[src/rtl/cfg_twi_pkg.sv]
package cfg_twi_pkg;

    localparam logic [3:0]  DEV_TYPE = 4'b1011;
    localparam logic [7:0]  CMD_DIV  = 8'h01;
    localparam logic [7:0]  CMD_MUX  = 8'h02;
    localparam logic [7:0]  CMD_BUS  = 8'h0D;
    localparam logic [7:0]  CMD_SAVE = 8'h3F;
    localparam logic [15:0] DEF_DIV  = 16'h0000;
    localparam logic [15:0] DEF_MUX  = 16'h1800;
    localparam logic [7:0]  DEF_BUS  = 8'h00;

    typedef enum logic [2:0] {
        SEL_DIV, SEL_MUX, SEL_BUS, SEL_SAVE, SEL_NONE
    } reg_sel_e;

    typedef enum logic [2:0] {
        ST_IDLE, ST_ADDR, ST_CMD, ST_WDATA, ST_TX, ST_SKIP
    } twi_st_e;

    typedef struct packed {
        logic       en;
        reg_sel_e   sel;
        logic       lo;
        logic [7:0] data;
    } wr_req_t;

    function automatic reg_sel_e decode_cmd(input logic [7:0] c);
        case (c)
            CMD_DIV:  return SEL_DIV;
            CMD_MUX:  return SEL_MUX;
            CMD_BUS:  return SEL_BUS;
            CMD_SAVE: return SEL_SAVE;
            default:  return SEL_NONE;
        endcase
    endfunction

    function automatic logic [7:0] read_byte(input reg_sel_e s, input logic [1:0] i,
                                             input logic [15:0] d, input logic [15:0] m,
                                             input logic [7:0] b);
        case (s)
            SEL_DIV: return (i == 2'd0) ? d[15:8] : (i == 2'd1) ? d[7:0] : 8'hFF;
            SEL_MUX: return (i == 2'd0) ? m[15:8] : (i == 2'd1) ? m[7:0] : 8'hFF;
            SEL_BUS: return (i == 2'd0) ? b : 8'hFF;
            default: return 8'hFF;
        endcase
    endfunction

endpackage

[src/rtl/twi_line_sync.sv]
module twi_line_sync #(
    parameter int STAGES = 2
) (
    input  logic clk,
    input  logic rst,
    input  logic scl_i,
    input  logic sda_i,
    output logic scl_s,
    output logic sda_s,
    output logic scl_rise,
    output logic scl_fall,
    output logic start_ev,
    output logic stop_ev
);
    logic [STAGES-1:0] scl_sh, sda_sh;
    logic scl_q, sda_q;

    always_ff @(posedge clk) begin
        if (rst) begin
            scl_sh <= '1;
            sda_sh <= '1;
            scl_q  <= 1'b1;
            sda_q  <= 1'b1;
        end else begin
            scl_sh <= {scl_sh[STAGES-2:0], scl_i};
            sda_sh <= {sda_sh[STAGES-2:0], sda_i};
            scl_q  <= scl_sh[STAGES-1];
            sda_q  <= sda_sh[STAGES-1];
        end
    end

    assign scl_s    = scl_sh[STAGES-1];
    assign sda_s    = sda_sh[STAGES-1];
    assign scl_rise = scl_s & ~scl_q;
    assign scl_fall = ~scl_s & scl_q;
    assign start_ev = scl_s & scl_q & sda_q & ~sda_s;
    assign stop_ev  = scl_s & scl_q & ~sda_q & sda_s;
endmodule

[src/rtl/twi_proto.sv]
module twi_proto
    import cfg_twi_pkg::*;
(
    input  logic        clk,
    input  logic        rst,
    input  logic        scl_s,
    input  logic        sda_s,
    input  logic        scl_rise,
    input  logic        scl_fall,
    input  logic        start_ev,
    input  logic        stop_ev,
    input  logic        save_busy_i,
    input  logic        pwr_down_i,
    input  logic [15:0] div_i,
    input  logic [15:0] mux_i,
    input  logic [7:0]  bus_i,
    output logic        sda_oe,
    output wr_req_t     wr,
    output logic        save_go
);
    twi_st_e    state;
    reg_sel_e   sel, dec;
    logic [3:0] cnt;
    logic [7:0] sh, txb;
    logic [1:0] idx;
    logic       ackd, dirty, save_req, acc;
    twi_st_e    nxt;

    always_comb begin
        acc = 1'b0;
        nxt = ST_SKIP;
        dec = decode_cmd(sh);
        case (state)
            ST_ADDR: begin
                acc = (sh[7:4] == DEV_TYPE) && (sh[3:1] == bus_i[2:0]) && !save_busy_i;
                nxt = sh[0] ? ST_TX : ST_CMD;
            end
            ST_CMD: begin
                acc = (dec != SEL_NONE);
                nxt = ST_WDATA;
            end
            ST_WDATA: begin
                acc = !pwr_down_i &&
                      ((((sel == SEL_DIV) || (sel == SEL_MUX)) && (idx < 2'd2)) ||
                       ((sel == SEL_BUS) && (idx == 2'd0)));
                nxt = ST_WDATA;
            end
            default: ;
        endcase
    end

    always_ff @(posedge clk) begin
        if (rst) begin
            state    <= ST_IDLE;
            sel      <= SEL_NONE;
            cnt      <= '0;
            sh       <= '0;
            txb      <= 8'hFF;
            idx      <= '0;
            ackd     <= 1'b0;
            dirty    <= 1'b0;
            save_req <= 1'b0;
            sda_oe   <= 1'b0;
            wr       <= '0;
            save_go  <= 1'b0;
        end else begin
            wr.en   <= 1'b0;
            save_go <= 1'b0;
            if (start_ev || stop_ev) begin
                save_go  <= save_req | (dirty & ~bus_i[3]);
                save_req <= 1'b0;
                dirty    <= 1'b0;
                sda_oe   <= 1'b0;
                cnt      <= '0;
                idx      <= '0;
                state    <= start_ev ? ST_ADDR : ST_IDLE;
            end else if (scl_rise) begin
                if (state == ST_TX) begin
                    if (cnt < 4'd8) begin
                        cnt <= cnt + 4'd1;
                    end else if (!sda_s) begin
                        txb <= read_byte(sel, idx, div_i, mux_i, bus_i);
                        idx <= (idx == 2'd3) ? idx : idx + 2'd1;
                        cnt <= '0;
                    end else begin
                        state <= ST_SKIP;
                    end
                end else if ((state == ST_ADDR || state == ST_CMD || state == ST_WDATA)
                             && cnt < 4'd8) begin
                    sh  <= {sh[6:0], sda_s};
                    cnt <= cnt + 4'd1;
                end
            end else if (scl_fall) begin
                if (state == ST_TX) begin
                    sda_oe <= (cnt < 4'd8) ? ~txb[3'd7 - cnt[2:0]] : 1'b0;
                end else if (state == ST_ADDR || state == ST_CMD || state == ST_WDATA) begin
                    if (cnt == 4'd8) begin
                        sda_oe <= acc;
                        ackd   <= acc;
                        cnt    <= 4'd9;
                        if (acc) begin
                            case (state)
                                ST_ADDR: if (sh[0]) begin
                                    txb <= read_byte(sel, 2'd0, div_i, mux_i, bus_i);
                                    idx <= 2'd1;
                                end
                                ST_CMD: begin
                                    sel <= dec;
                                    idx <= '0;
                                    if (dec == SEL_SAVE) save_req <= 1'b1;
                                end
                                default: begin
                                    wr    <= '{en: 1'b1, sel: sel, lo: idx[0], data: sh};
                                    idx   <= idx + 2'd1;
                                    dirty <= 1'b1;
                                    if (sel == SEL_BUS) save_req <= 1'b1;
                                end
                            endcase
                        end else if (state == ST_CMD) begin
                            sel <= SEL_NONE;
                        end
                    end else if (cnt == 4'd9) begin
                        cnt    <= '0;
                        state  <= ackd ? nxt : ST_SKIP;
                        sda_oe <= (ackd && nxt == ST_TX) ? ~txb[7] : 1'b0;
                    end
                end
            end
        end
    end


    oe_quiet_high_chk: assert property (@(posedge clk) disable iff (rst)
        (scl_s && $past(scl_s)) |-> $stable(sda_oe));


    busy_addr_nack_chk: assert property (@(posedge clk) disable iff (rst)
        (state == ST_ADDR && cnt == 4'd9 && save_busy_i) |-> !sda_oe);


    pd_no_write_chk: assert property (@(posedge clk) disable iff (rst)
        wr.en |-> !$past(pwr_down_i));
endmodule

[src/rtl/twi_cfg_bank.sv]
module twi_cfg_bank
    import cfg_twi_pkg::*;
#(
    parameter int SAVE_CYCLES = 2000
) (
    input  logic        clk,
    input  logic        rst,
    input  wr_req_t     wr,
    input  logic        save_go,
    output logic [15:0] div_o,
    output logic [15:0] mux_o,
    output logic [7:0]  bus_o,
    output logic        busy_o
);
    localparam int CW = $clog2(SAVE_CYCLES + 1);

    logic [15:0] nv_div = DEF_DIV;
    logic [15:0] nv_mux = DEF_MUX;
    logic [7:0]  nv_bus = DEF_BUS;
    logic [CW-1:0] busy_cnt;

    always_ff @(posedge clk) begin
        if (rst) begin
            div_o    <= nv_div;
            mux_o    <= nv_mux;
            bus_o    <= nv_bus;
            busy_cnt <= '0;
        end else begin
            if (save_go) begin
                nv_div   <= div_o;
                nv_mux   <= mux_o;
                nv_bus   <= bus_o;
                busy_cnt <= CW'(SAVE_CYCLES);
            end else if (busy_cnt != '0) begin
                busy_cnt <= busy_cnt - 1'b1;
            end
            if (wr.en) begin
                case (wr.sel)
                    SEL_DIV: if (wr.lo) div_o[7:0] <= wr.data; else div_o[15:8] <= wr.data;
                    SEL_MUX: if (wr.lo) mux_o[7:0] <= wr.data; else mux_o[15:8] <= {1'b0, wr.data[6:0]};
                    SEL_BUS: bus_o <= {4'b0000, wr.data[3:0]};
                    default: ;
                endcase
            end
        end
    end

    assign busy_o = (busy_cnt != '0);


    resv_zero_chk: assert property (@(posedge clk) disable iff (rst)
        !mux_o[15] && (bus_o[7:4] == 4'b0000));


    save_idle_chk: assert property (@(posedge clk) disable iff (rst)
        save_go |-> !busy_o);


    save_start_chk: assert property (@(posedge clk) disable iff (rst)
        save_go |=> busy_o);
endmodule

[src/rtl/cfg_twi_slave.sv]
module cfg_twi_slave
    import cfg_twi_pkg::*;
#(
    parameter int SAVE_CYCLES = 2000,
    parameter int SYNC_STAGES = 2
) (
    input  logic        clk,
    input  logic        rst,
    input  logic        scl_i,
    input  logic        sda_i,
    output logic        sda_oe_o,
    input  logic        pwr_down_i,
    output logic [15:0] div_o,
    output logic [15:0] mux_o,
    output logic [7:0]  bus_o
);
    logic scl_s, sda_s, scl_rise, scl_fall, start_ev, stop_ev, busy, save_go;
    wr_req_t wr;

    twi_line_sync #(.STAGES(SYNC_STAGES)) u_sync (
        .clk(clk), .rst(rst), .scl_i(scl_i), .sda_i(sda_i),
        .scl_s(scl_s), .sda_s(sda_s), .scl_rise(scl_rise), .scl_fall(scl_fall),
        .start_ev(start_ev), .stop_ev(stop_ev)
    );

    twi_proto u_proto (
        .clk(clk), .rst(rst), .scl_s(scl_s), .sda_s(sda_s),
        .scl_rise(scl_rise), .scl_fall(scl_fall), .start_ev(start_ev), .stop_ev(stop_ev),
        .save_busy_i(busy), .pwr_down_i(pwr_down_i),
        .div_i(div_o), .mux_i(mux_o), .bus_i(bus_o),
        .sda_oe(sda_oe_o), .wr(wr), .save_go(save_go)
    );

    twi_cfg_bank #(.SAVE_CYCLES(SAVE_CYCLES)) u_bank (
        .clk(clk), .rst(rst), .wr(wr), .save_go(save_go),
        .div_o(div_o), .mux_o(mux_o), .bus_o(bus_o), .busy_o(busy)
    );
endmodule

[config.mk]
export PLATFORM = sky130hd
export DESIGN_NAME = cfg_twi_slave
export DESIGN_NICKNAME = d
export VERILOG_FILES = /design/src/rtl/cfg_twi_pkg.sv /design/src/rtl/twi_line_sync.sv /design/src/rtl/twi_proto.sv /design/src/rtl/twi_cfg_bank.sv /design/src/rtl/cfg_twi_slave.sv
export SDC_FILE = /design/constraint.sdc
export NUM_CORES = 1
export LEC_CHECK = 0
export CAP_MARGIN = 0
export CELL_PAD_IN_SITES_DETAIL_PLACEMENT = 1
export CELL_PAD_IN_SITES_GLOBAL_PLACEMENT = 1
export CORE_ASPECT_RATIO = 0.9
export CORE_MARGIN = 2
export CORE_UTILIZATION = 44
export CTS_BUF_LIST = sky130_fd_sc_hd__clkbuf_8
export DETAILED_ROUTE_END_ITERATION = 6
export PLACE_DENSITY = 0.79
export SYNTH_ARGS = -nofsm -noshare
export SYNTH_HDL_FRONTEND = slang
export SYNTH_SLANG_ARGS = --single-unit
[constraint.sdc]
create_clock -name clk -period 3.2 [get_ports clk]
set_clock_uncertainty 0.1 [all_clocks]
set_input_delay 0.64 -clock clk [delete_from_list [all_inputs] [get_ports clk]]
set_output_delay 0.64 -clock clk [all_outputs]
set_load 0.1 [all_outputs]
# [Word-level counts from Yosys, hierarchy flattened]
# Index checks and enable logic that the tools add are counted.
[word_totals] register_bits=143 inputBits=5 output_inout_bits=41 elab_cells=243
[op_classes] add_sub_neg=4 n_lt_le_gt_ge=3 n_eq_ne=36 muxes=85 bitwise_logic=26 n_reduce_logical=60
[ops] cell="two-way mux 8 bit" count=22
[ops] cell="two-way mux 16 bit" count=6
[ops] cell="one-hot mux 8 bit (3 select lines)" count=2
[ops] cell="two-way mux 3 bit" count=15
[ops] cell="two-way mux 4 bit" count=10
[ops] cell="nonzero test 2 bit" count=14
[ops] cell="two-way mux 11 bit" count=2
[ops] cell="two-way mux 2 bit" count=11
[ops] cell="inverter 1 bit" count=17
[ops] cell="AND reduction 8 bit" count=2
[ops] cell="equality test 3 x 2 -> 1 bit (second input constant)" count=5
[ops] cell="!= test 3 x 2 -> 1 bit (second input constant)" count=5
[ops] cell="nonzero test 3 bit" count=5
[ops] cell="AND reduction 7 bit" count=2
[ops] cell="two-way mux 13 bit" count=1
[ops] cell="equality test 4 bit (second input constant)" count=3
[ops] cell="one-hot mux 3 bit (4 select lines)" count=1
[ops] cell="AND reduction 3 bit" count=4
[ops] cell="AND reduction 6 bit" count=2
[ops] cell="AND reduction 11 bit" count=1
[ops] cell="nonzero test 11 bit" count=1
[ops] cell="subtractor 11 x 1 -> 11 bit (second input constant)" count=1
[ops] cell="two-way mux 1 bit" count=10
[ops] cell="AND reduction 10 bit" count=1
[ops] cell="36 further kinds" count=71

# [Logic depth before layout (Yosys ltp)]
[logic_depth] word_depth=12 mapped_depth=9 ltp_nobuf=8

# [Cells and area by module]
# From an unflattened synthesis, not the netlist that was laid out.
[unflattened] cells_unflattened=603 hier_area_um2=6426.2
[by_module_without_submodules] module="twi_cfg_bank" instances=1 cells_each=249 area_each_um2=3393.3 seq_area_each_um2=2622.5
[by_module_without_submodules] module="twi_proto" instances=1 cells_each=338 area_each_um2=2842.7 seq_area_each_um2=920.9
[by_module_without_submodules] module="twi_line_sync" instances=1 cells_each=16 area_each_um2=190.2 seq_area_each_um2=120.1

# [Worst setup path after synthesis]
# OpenSTA, ideal clock, no wires.
[synth_path] path_type="input to register" from="input port rst" to="register u_bank.nv_bus[0] (enable)" setup_time_ps=438 arrival_ps=2730 required_ps=2662 path_slack_ps=-67 stages=3 path_buffers=2 path_cell_list="clkbuf_1 clkbuf_1 nor2_1"
[synth_between] elab_chain_cells=2
[synth_lines] item="start, declared" line_no="cfg_twi_slave.sv:8" source="input logic rst,"
[synth_lines] item="inverter 1 bit (no line)"
[synth_lines] item="AND reduction 2 bit (no line)"
[synth_lines] item="end signal, assigned" line_no="twi_cfg_bank.sv:32" source="nv_bus <= bus_o;"
[synth_lines] item="end, declared" line_no="twi_cfg_bank.sv:19" source="logic [7:0] nv_bus = DEF_BUS;"
# Every way passes these cells.
# A chain may end at the register's enable or synchronous reset.

# [Final worst setup path]
[layout_path] from="register u_proto.state[0]" to="register u_proto.txb[5]"
[layout_between] elab_chain_cells=5 elab_cells_between_ends=14 classes_between="eq/ne: 7; mux: 1; reduce/logical: 6"
[layout_lines] item="start, declared" line_no="twi_proto.sv:21" source="twi_st_e state;"
[layout_lines] item="start signal, assigned" line_no="twi_proto.sv:76" source="state <= start_ev ? ST_ADDR : ST_IDLE;"
[layout_lines] item="start signal, assigned" line_no="twi_proto.sv:124" source="state <= ackd ? nxt : ST_SKIP;"
[layout_lines] item="parallel branches: the longest is 4 deep, another holds equality test 3 x 2 -> 1 bit"
[layout_lines] item="AND reduction 11 bit (no line) *"
[layout_lines] item="end signal, assigned" line_no="twi_proto.sv:82" source="txb <= read_byte(sel, idx, div_i, mux_i, bus_i);"
[layout_lines] item="end signal, assigned" line_no="twi_proto.sv:104" source="txb <= read_byte(sel, 2'd0, div_i, mux_i, bus_i);"
[layout_lines] item="end, declared" line_no="twi_proto.sv:24" source="logic [7:0] sh, txb;"
# Mark *: on every way between the ends.

==> flow_summary.ini <==
[pwr]
pwr-share-clk_pct = 33.8
max-vdd-ir-drop_mv = 0.3262
power_switching_uw = 1327
power.density_nw_per_um2 = 587.3
switching_share_pct = 30.81
leakage_uw = 0.002767
p_int_uw = 2982
p_comb_share_pct = 16.8
seq_power_share_pct = 49.4

[clock_tree]
clk_pin_slew_ns = 0.08
htree_levels = 4
tritoncts = yes
cts_buffer_depth = 2
post_cts.repair.setup_buffers = 0
ctsResizeCount = 0
root_buffer = clkbuf_8
cts.sinks = 143
clk_latency_ns = 0.47
cts_hold_buf = 0
cts_buffers = 17

[routing]
vias_per_cell = 5.488
wire_per_inst_um = 18.54
drt-pass1-iter-count = 4
routed_wl_mm = 15.91
drc = 0
vias = 4709
detail-route-antenna-nets = 0
drt_iter0_markers = 292

[layout]
diodes = 0
syn_to_final_growth_pct = 15.05
fin_cells = 858
fin_util_pct = 52.01
nNetsFinal = 669
drive_gt1_share_pct = 15.79
layout_commonest_cell = nand2_1
mostFrequentLayoutCells = 115 x nand2_1, 80 x edfxtp_1, 63 x dfxtp_1
fin_area_um2 = 7337

[setup_path]
cp.required_ns = 3.50
crit_type = flop to flop
start_kind = flop
crit_arrival_ns = 3.14
crit_fanout = 13
r2r_cells = 6
end_kind = flop

[placed_design]
placed_cells = 826
numPortBuffers = 45
place_congestion = 0.8750
postPlaceCellArea_um2 = 6945
hpwl_mm = 11.33

[sta]
drv_slew = 0
final_hold_viol_count = 0
rsz0062_at_grt = no
timing.hold.ws_ns = 0.3167
fmax_ghz = 0.3521
worstMarginPinSlew_ns = 1.067
layout_min_cycle_time_ns = 2.840
fin_crit_sh_pct = 88.76
slew-limit-headroom_pct = 28.10
finalSetupTns_ns = 0
setup_viol_count_final = 0

[logic_synthesis]
synthesis.area_um2 = 6377
ys_warn_count = 0
synth_fp_nets = 623
synth_cells = 606
synth.distinct_cells = 60
syn_avg_cell_area_um2 = 10.52
synth-edff-count = 80
ys_async_sr_fraction_pct = 0
synth-seq-cells = 143
ys.flop_type = edfxtp_1
ys_seq_area_share_pct = 57.45

[grt]
antenna_found_initial = 0
grt_pass1_vias = 4753
grt_max_degree = 66
grt_overflow_total = 0
track_usage_pct = 21.88
grt_pass1_wl_mm = 25.34

[floorplanning]
dieArea_um2 = 15470
num_io_pins = 46
core_area_um2 = 14110
die_x_um = 130.9
std_cell_rows = 41
die_height_um = 118.2
start_util_pct = 45.21

[status]
status = complete, no violations

[flow_run]
maxCapViolCount = 0

[worst_hold_path]
min_path_cells = 1
min_path_type = flop to flop
flip-flops by register name, summed over array words and instances (netlist names), 11 cells and up:
register and count:
u_bank.div_o 16, u_bank.mux_o 16, u_bank.nv_div 16, u_bank.nv_mux 16, u_proto.wr 13, u_bank.busy_cnt 11
cell usage after synthesis, drive strengths merged, types with 2 or more instances:
| master | n | area share [%] |
|---|---|---|
| inv | 18 | 1.1 |
| nor4b | 2 | 0.27 |
| o21ai | 26 | 2.0 |
| nor3b | 5 | 0.59 |
| xnor2 | 4 | 0.55 |
| ha | 12 | 2.4 |
| nor3 | 17 | 1.3 |
| o211a | 2 | 0.31 |
| a2111oi | 5 | 0.98 |
| nor2 | 57 | 3.4 |
| a211oi | 5 | 0.59 |
| xor2 | 8 | 1.1 |
| nand2 | 116 | 6.9 |
| a211o | 2 | 0.27 |
| a21oi | 30 | 2.4 |
| dfxtp | 63 | 20 |
| nor2b | 3 | 0.29 |
| a31oi | 2 | 0.20 |
| a221o | 8 | 1.3 |
| mux2i | 37 | 5.8 |
| and3 | 6 | 0.59 |
| o21bai | 2 | 0.24 |
| o41ai | 3 | 0.53 |
| or3 | 3 | 0.29 |
| clkbuf | 21 | 1.2 |
| o211ai | 2 | 0.24 |
| mux4 | 2 | 0.71 |
| o22ai | 3 | 0.29 |
| and2 | 6 | 0.59 |
| edfxtp | 80 | 38 |
| or3b | 3 | 0.41 |
| buf | 9 | 0.78 |
| or2 | 7 | 0.69 |
| nand3b | 4 | 0.47 |
| nand3 | 7 | 0.55 |
| nand2b | 6 | 0.59 |
| nand4 | 3 | 0.29 |
| nor4 | 6 | 0.92 |
metal layers:
metal | share of wire (%) | vias up | GRT usage, % | wire length (µm)
li1 | - | 2246 | - | -
met1 | 46 | 2328 | 30.26 | 7327
met2 | 46 | 107 | 33.30 | 7366
met3 | 5.1 | 28 | 5.070 | 817
met4 | 2.5 | 0 | 8.577 | 395
met5 | 0 | - | 0 | 0
per-stage QoR:
stage | power (µW) | setup slack, ns
after detailed placement | 2892 | 0.2043
after global routing | 4503 | 0.07020
after floorplan | 2710 | 0.5443
final | 4309 | 0.3595
after global placement | 2859 | 0.3305
after CTS | 4348 | 0.3769
critical path, stage by stage (launching register included):
cell and delay [ns]:
dfxtp_1 0.58, or3b_1 0.45, nor4_1 0.30, a21oi_1 0.19
a31oi_1 0.37, and3_1 0.52, mux2i_1 0.25
power groups by stage:
stage	clock [µW]	sequential (µW)	combinational [µW]
6_report	1460	2130	725
3_5_place_dp	0	2170	721
5_1_grt	1560	2150	802
2_1_floorplan	0	2320	393
3_3_place_gp	0	2160	697
4_1_cts	1490	2130	729
final cells by class:
cell class | instances | area (µm²)
repair buffers | 57 | 432.9
clock inverters | 15 | 157.7
fillers | 1549 | 6770
well taps | 193 | 241.5
flip-flops and latches | 143 | 3664
inverters | 19 | 71.32
multi-input cells | 414 | 2536
clock buffers | 17 | 234.0
final timing paths:
path / start / end / slack (ns)
worst max-delay path: u_proto.state[0]$_SDFFE_PP0P_ / u_proto.txb[5]$_SDFFE_PP1P_ / 0.36
worst min-delay path: u_sync.scl_sh[0]$_SDFF_PP1_ / u_sync.scl_sh[1]$_SDFF_PP1_ / 0.32
worst max register to register: u_proto.state[0]$_SDFFE_PP0P_ / u_proto.txb[5]$_SDFFE_PP1P_ / 0.36
worst min register to register: u_sync.scl_sh[0]$_SDFF_PP1_ / u_sync.scl_sh[1]$_SDFF_PP1_ / 0.32
cell families (layout without fill, tap and decap cells):
| group | Yosys count | count (layout) | synth area share [%] |
|---|---|---|---|
| and+or+nand+nor | 256 | 256 | 18.93 |
| DFF | 143 | 143 | 57.45 |
| AOI/OAI and AO/OA | 95 | 95 | 9.967 |
| buffers and inverters | 49 | 108 | 3.139 |
| muxes | 39 | 39 | 6.514 |
| adders and majority gates | 12 | 12 | 2.354 |
| xor gates and xnor gates | 12 | 12 | 1.648 |
Note: power is estimated with default switching activity, not from simulation.
